[src/rtl/dfe_pkg.sv]
package dfe_pkg;
  // Hard decision encoding used across the block
  typedef enum logic {
    DEC_POS = 1'b0,
    DEC_NEG = 1'b1
  } dec_t;

  // Table select on the write port
  typedef enum logic {
    STG_NEAR = 1'b0,
    STG_FAR  = 1'b1
  } stage_t;
endpackage

[src/rtl/dfe_lut_stage.sv]
// One half-size feedback table with sign recovery on its output.
module dfe_lut_stage #(
  parameter int TAPS   = 2,
  parameter int DATA_W = 16,
  localparam int IW    = TAPS - 1,
  localparam int DEPTH = 1 << IW
) (
  input  logic                     clk,
  input  logic                     rst_n,
  input  logic                     we,
  input  logic [IW-1:0]            waddr,
  input  logic signed [DATA_W-1:0] wdata,
  input  logic [TAPS-1:0]          grp,      // bit 0 newest decision of the group
  output logic signed [DATA_W:0]   contrib
);
  logic signed [DATA_W-1:0] mem [DEPTH];
  logic                     flip;
  logic [IW-1:0]            ridx;
  logic signed [DATA_W:0]   word_x;

  always_ff @(posedge clk) begin
    if (!rst_n) begin
      for (int i = 0; i < DEPTH; i++) mem[i] <= '0;
    end else if (we) begin
      mem[waddr] <= wdata;
    end
  end

  // oldest decision of the group selects the sign
  assign flip   = grp[TAPS-1];
  assign ridx   = grp[IW-1:0] ^ {IW{flip}};
  assign word_x = {mem[ridx][DATA_W-1], mem[ridx]};
  // conditional two's complement: invert then add the flag
  assign contrib = ({(DATA_W+1){flip}} ^ word_x) + {{DATA_W{1'b0}}, flip};
endmodule

[src/rtl/dfe_dec_hist.sv]
// Shift register of past hard decisions; bit 0 is the newest.
module dfe_dec_hist #(
  parameter int NTAP = 4
) (
  input  logic            clk,
  input  logic            rst_n,
  input  logic            adv,
  input  logic            dec_in,
  output logic [NTAP-1:0] hist
);
  always_ff @(posedge clk) begin
    if (!rst_n)   hist <= {NTAP{dfe_pkg::DEC_POS}};
    else if (adv) hist <= {hist[NTAP-2:0], dec_in};
  end
endmodule

[src/rtl/dfe_lut_fb.sv]
module dfe_lut_fb #(
  parameter int DATA_W  = 16,
  parameter int NTAP    = 4,
  parameter int S1_TAPS = 2,
  localparam int S2_TAPS = NTAP - S1_TAPS,
  localparam int IW1     = S1_TAPS - 1,
  localparam int IW2     = S2_TAPS - 1,
  localparam int AW      = (IW1 > IW2) ? IW1 : IW2,
  localparam int SOFT_W  = DATA_W + 3
) (
  input  logic                     clk,
  input  logic                     rst_n,
  input  logic                     s_valid,
  output logic                     s_ready,
  input  logic signed [DATA_W-1:0] s_sample,
  output logic                     m_valid,
  input  logic                     m_ready,
  output logic                     m_decision,
  output logic signed [SOFT_W-1:0] m_soft,
  input  logic                     tbl_we,
  input  logic                     tbl_stage,
  input  logic [AW-1:0]            tbl_addr,
  input  logic signed [DATA_W-1:0] tbl_data
);
  import dfe_pkg::*;

  logic [NTAP-1:0]          hist;
  logic signed [DATA_W:0]   c_near, c_far;
  logic signed [DATA_W+1:0] fb_sum;
  logic signed [SOFT_W-1:0] y_now;
  logic                     dec_now;
  logic                     take;

  assign s_ready = !tbl_we && (!m_valid || m_ready);
  assign take    = s_valid && s_ready;

  dfe_lut_stage #(.TAPS(S1_TAPS), .DATA_W(DATA_W)) u_near (
    .clk    (clk),
    .rst_n  (rst_n),
    .we     (tbl_we && (tbl_stage == STG_NEAR)),
    .waddr  (tbl_addr[IW1-1:0]),
    .wdata  (tbl_data),
    .grp    (hist[S1_TAPS-1:0]),
    .contrib(c_near)
  );

  dfe_lut_stage #(.TAPS(S2_TAPS), .DATA_W(DATA_W)) u_far (
    .clk    (clk),
    .rst_n  (rst_n),
    .we     (tbl_we && (tbl_stage == STG_FAR)),
    .waddr  (tbl_addr[IW2-1:0]),
    .wdata  (tbl_data),
    .grp    (hist[NTAP-1:S1_TAPS]),
    .contrib(c_far)
  );

  // feed-forward sample joins after the tables
  assign fb_sum  = SOFT_W'(c_near) + SOFT_W'(c_far);
  assign y_now   = SOFT_W'(s_sample) - SOFT_W'(fb_sum);
  assign dec_now = y_now[SOFT_W-1] ? DEC_NEG : DEC_POS;

  dfe_dec_hist #(.NTAP(NTAP)) u_hist (
    .clk   (clk),
    .rst_n (rst_n),
    .adv   (take),
    .dec_in(dec_now),
    .hist  (hist)
  );

  always_ff @(posedge clk) begin
    if (!rst_n) begin
      m_valid    <= 1'b0;
      m_soft     <= '0;
      m_decision <= DEC_POS;
    end else if (take) begin
      m_valid    <= 1'b1;
      m_soft     <= y_now;
      m_decision <= dec_now;
    end else if (m_ready) begin
      m_valid    <= 1'b0;
    end
  end
endmodule

[config.mk]
export PLATFORM = sky130hd
export DESIGN_NAME = dfe_lut_fb
export DESIGN_NICKNAME = d
export VERILOG_FILES = /design/src/rtl/dfe_pkg.sv /design/src/rtl/dfe_lut_stage.sv /design/src/rtl/dfe_dec_hist.sv /design/src/rtl/dfe_lut_fb.sv
export SDC_FILE = /design/constraint.sdc
export NUM_CORES = 1
export LEC_CHECK = 0
export BUFFER_PORTS_ARGS = -buffer_cell sky130_fd_sc_hd__buf_2
export CORE_MARGIN = 1
export CORE_UTILIZATION = 45
export DETAILED_ROUTE_END_ITERATION = 10
export PLACE_DENSITY = 0.66
export SYNTH_ARGS = -nofsm -noshare
export SYNTH_HDL_FRONTEND = slang
export SYNTH_SLANG_ARGS = --single-unit
[constraint.sdc]
create_clock -name clk -period 5.3 [get_ports clk]
set_input_delay 1.59 -clock clk [delete_from_list [all_inputs] [get_ports clk]]
set_output_delay 1.59 -clock clk [all_outputs]
set_load 0.005 [all_outputs]
==> results.rst <==
.. list-table::
   :header-rows: 1

   * - Metric
     - Value
   * - GR met2 Demand/Resource
     - 33.8%
   * - FFs w/ async S/R, synth
     - 0%
   * - Sw Share
     - 35.1%
   * - Number of setup violations in the final report
     - 0
   * - Count of standard-cell rows
     - 44
   * - Highest Clock Rate
     - 0.207 GHz
   * - Residual overflow from global routing
     - 0
   * - Number of enable flip-flop cells after synthesis
     - 64
   * - Xor and xnor area share after synthesis
     - under 10%
   * - Final Cycle Share
     - between 90 and 100%
   * - Layout cell share with drive strength beyond 1
     - 16.4%
   * - Cell with the most instances after synthesis
     - sky130_fd_sc_hd__and2_1
   * - Hold Fails Final Rpt
     - 0
   * - Post-Synthesis Cells
     - 727
   * - Number of detailed-route iterations in the first pass
     - 7
   * - Met1 Usage GRT
     - 26.9%
   * - RSZ-0062 raised after global routing
     - false
   * - Routed vias
     - between 5000 and 6000
   * - Starting DRT DRC Count
     - 289
   * - Run status
     - completed
   * - Type of the most critical hold path
     - reg2reg
   * - Detail-routed via count per cell
     - 5.35
   * - Horizontal die dimension
     - 123 µm
   * - Area of the multi-input gates
     - 3850 µm²
   * - Fraction of power consumed by the clock network
     - a little over a quarter
   * - Length in cells of the worst reg-to-reg path
     - 14
   * - Count of distinct cell types in the synthesized netlist
     - 58
   * - Estimated wirelength of the detail-placed design
     - 11600 µm
   * - Simple-gate share of the synthesized area
     - 21.5%
   * - Power share of the combinational group
     - 36.7%
   * - Area share of the largest cell type after synthesis
     - 28.9%
   * - Most frequent cells after synthesis
     - 70 x sky130_fd_sc_hd__and2_1, 69 x sky130_fd_sc_hd__inv_1, 66 x sky130_fd_sc_hd__nand2_1
   * - IO Count
     - 61
   * - Cell taking the most area after synthesis
     - sky130_fd_sc_hd__edfxtp_1
   * - Total of max-cap violations
     - 0
   * - Sequential-to-total area share from yosys stat
     - 35.9%
   * - Post-synthesis to final-layout area growth
     - 11.4%
   * - Post-synthesis adder-cell area fraction
     - roughly 9.6%
   * - Worst-Margin Slew
     - 0.908 ns
   * - Prevailing post-synth register cell
     - sky130_fd_sc_hd__edfxtp_1
   * - Initial antenna violation count
     - 0
   * - Stages on worst setup path
     - 14
   * - Final max-slew violation count
     - 0
   * - Max Root-Sink Buffers
     - 2
   * - Pre-CTS WS
     - 0.556 ns
   * - CP startpoint kind
     - register
   * - Number of fillers in the final layout
     - 1334
   * - Worst path most repeated cell
     - sky130_fd_sc_hd__a21oi_1
   * - Hold buffer count at CTS
     - 0
   * - Number of levels in the clock H-tree
     - 3
   * - Type of the worst setup path
     - reg2reg
   * - Overall die area
     - roughly 15000 µm²
   * - Cell depth of the worst min-delay path
     - 2
   * - Setup_tns
     - 0 ns
   * - Crit-path leading delay family
     - compound AO/OA/AOI/OAI gates
   * - Cell at the slowest stage of the critical path
     - sky130_fd_sc_hd__mux4_2
   * - Count of cells resized by post-cts repair
     - 0
   * - Minimum hold slack
     - approximately 0.45 ns
   * - Cts bufs inserted
     - 9
   * - Clock Sink Count
     - 87
   * - Core Region
     - approximately 14000 µm²
   * - Final weighted congestion in routability-driven placement
     - 0.921
   * - Synthesized area divided by synthesized cell count
     - 9.13 µm²
   * - Net count, final
     - 857
   * - IR drop worst, VDD
     - 153 µV
   * - Wirelength per Cell
     - 15.4 µm
   * - Final routed wirelength across all metal layers
     - about 15000 µm
   * - TritonCTS clock tree
     - done
   * - Final critical-path setup slack
     - 0.469 ns
   * - Post-Syn Area
     - 6640 µm²
   * - Clock-pin slew on the worst setup and hold paths
     - 0.06 ns
   * - DRC
     - 0
   * - Internal Pwr Total
     - 1.47 mW
   * - Number of buffer and inverter instances along the worst setup path
     - 2
   * - Count of input and output buffers
     - 60
   * - Seq. cell area
     - 2380 µm²
   * - Count of yosys warnings during synthesis
     - 0
   * - Number of storage elements in the synthesis netlist
     - 87
   * - Main area contributors after synthesis
     - sky130_fd_sc_hd__edfxtp_1 29%, sky130_fd_sc_hd__dfxtp_1 6.9%, sky130_fd_sc_hd__and2_1 6.6%
   * - NetSw
     - 0.793 mW
   * - Post-synthesis compound-gate area fraction
     - 12.4%
   * - WP data arrival
     - 5.11 ns
   * - Met3 routing resource usage after global routing
     - 4.06%
   * - Total nets after synthesis
     - just over 800
   * - Critical Path End Type
     - register
   * - Die outline height
     - 123 µm
   * - Post-synthesis mux area share
     - 9.33%
   * - Largest stage delay on the critical path
     - just under 0.6 ns
   * - Crit path required time
     - 5.58 ns
   * - Post-layout min period
     - around 4.8 ns
   * - Effective utilization at floorplan
     - 45.9%
   * - Global-route wire length before repair
     - 23700 µm
   * - Pin count of the biggest net entering global routing
     - 42
   * - Grt peak-use layer
     - met2
   * - Standby leakage power
     - 2.94 nW
   * - Worst slew margin
     - 39.5%
   * - Cells along the critical path
     - buf_4 -> mux4_2 -> or4b_4 -> nand2b_4 -> xor2_1 -> fa_1 -> inv_1 -> ha_1 -> a21oi_1 -> o21ai_0 -> o41ai_1 -> a31oi_1 -> a211o_1 -> a21oi_1
   * - Power per standard cell area
     - 306 nW/µm²
   * - Portion of total power attributed to sequential cells
     - 37.0%
   * - Worst-skew pair later-pin latency
     - 0.35 ns
   * - Max FO, Critical Path
     - around 40
   * - Combinational family with the most area after synthesis
     - simple AND/OR/NAND/NOR gates
   * - Final worst clock skew
     - between 0.005 and 0.006 ns
   * - Global Route Usage Sum
     - 20.6%
   * - Vias in the first global route
     - 4832
   * - Master cell of the clock root buffer
     - sky130_fd_sc_hd__clkbuf_16
   * - Total setup buffers inserted after CTS
     - 0
   * - Antenna diode count
     - 0
   * - Remaining antenna violation count after routing
     - 0
-- routing by layer --
metal / wire length (µm) / share of wire [%]
met1: 6960 / 47
met2: 6930 / 47
met3: 700 / 4.7
met4: 293 / 2.0
met5: 0 / 0
-- layout by cell type (no fill, tap or decap), types with 3 or more instances in the layout --
master,instances
sky130_fd_sc_hd__o211ai_1,5
sky130_fd_sc_hd__xor2_1,13
sky130_fd_sc_hd__ha_1,24
sky130_fd_sc_hd__clkbuf_16,9
sky130_fd_sc_hd__or2_2,8
sky130_fd_sc_hd__dfxtp_1,21
sky130_fd_sc_hd__xnor2_1,26
sky130_fd_sc_hd__mux2_2,17
sky130_fd_sc_hd__or2_1,5
sky130_fd_sc_hd__mux4_2,7
sky130_fd_sc_hd__o21a_1,6
sky130_fd_sc_hd__nand3_1,22
sky130_fd_sc_hd__nand2_1,66
sky130_fd_sc_hd__and3_1,3
sky130_fd_sc_hd__nor3_1,12
sky130_fd_sc_hd__edfxtp_1,64
sky130_fd_sc_hd__nor2b_1,15
sky130_fd_sc_hd__mux2i_1,27
sky130_fd_sc_hd__buf_2,60
sky130_fd_sc_hd__fa_1,17
sky130_fd_sc_hd__o21ai_0,41
sky130_fd_sc_hd__and2_1,70
sky130_fd_sc_hd__buf_4,11
sky130_fd_sc_hd__nand4_1,4
sky130_fd_sc_hd__a21oi_1,44
sky130_fd_sc_hd__clkinv_4,3
sky130_fd_sc_hd__inv_1,69
sky130_fd_sc_hd__a211o_1,4
sky130_fd_sc_hd__nor2_1,47
sky130_fd_sc_hd__a211oi_1,16
sky130_fd_sc_hd__nand2b_1,4
-- power groups by stage --
stage | sequential, mW | combinational (mW) | clock (mW)
3_5_place_dp | 0.851 | 0.822 | 0
6_report | 0.836 | 0.829 | 0.595
4_1_cts | 0.836 | 0.826 | 0.604
5_1_grt | 0.845 | 0.936 | 0.626
2_1_floorplan | 0.844 | 0.614 | 0
3_3_place_gp | 0.846 | 0.806 | 0
-- through the flow --
step	power, mW	util (%)	area, µm²	instances
after floorplan	1.46	-	6640	727
after global placement	1.65	49.1	7110	950
after detailed placement	1.67	49.1	7110	950
after CTS	2.27	51.1	7400	966
after global routing	2.41	51.1	7400	966
final	2.26	51.1	7400	966
-- worst paths after layout --
kind	from	endpoint	slack, ns
hold / removal	m_soft[7]$_SDFFE_PN0P_	m_soft[7]$_SDFFE_PN0P_	0.45
hold reg to reg	m_soft[7]$_SDFFE_PN0P_	m_soft[7]$_SDFFE_PN0P_	0.45
setup reg to reg	u_hist.hist[2]$_SDFFE_PN0P_	u_hist.hist[0]$_SDFFE_PN0P_	0.47
setup / recovery	u_hist.hist[2]$_SDFFE_PN0P_	u_hist.hist[0]$_SDFFE_PN0P_	0.47
-- cells by family after synthesis --
logic type	count (synthesis)
adder cells (fa/ha/maj)	41
multiplexers	51
AND/OR/NAND/NOR	272
XOR/XNOR	39
AO/OA/AOI/OAI	136
buffers and inverters	101
flip-flops	87
-- state kept, by name, summed over array words and instances (netlist names) --
signal       count
u_hist.hist      4
m_soft          18
m_valid          1
u_far.mem       32
u_near.mem      32
-- worst min-delay path, stage by stage, from the launching register on --
cell                      delay, ns
sky130_fd_sc_hd__dfxtp_1       0.31
sky130_fd_sc_hd__nand2_1       0.05
sky130_fd_sc_hd__a21oi_1       0.05
-- final cells by class --
type | count | area share [%]
sequential | 87 | 32.2
clock buffer | 9 | 3.05
tap | 184 | 3.11
clock inverter | 7 | 0.812
inverter | 69 | 3.50
timing repair buffer | 71 | 5.18
multi-input combinational | 539 | 52.1
(Power assumes the default switching activity.)
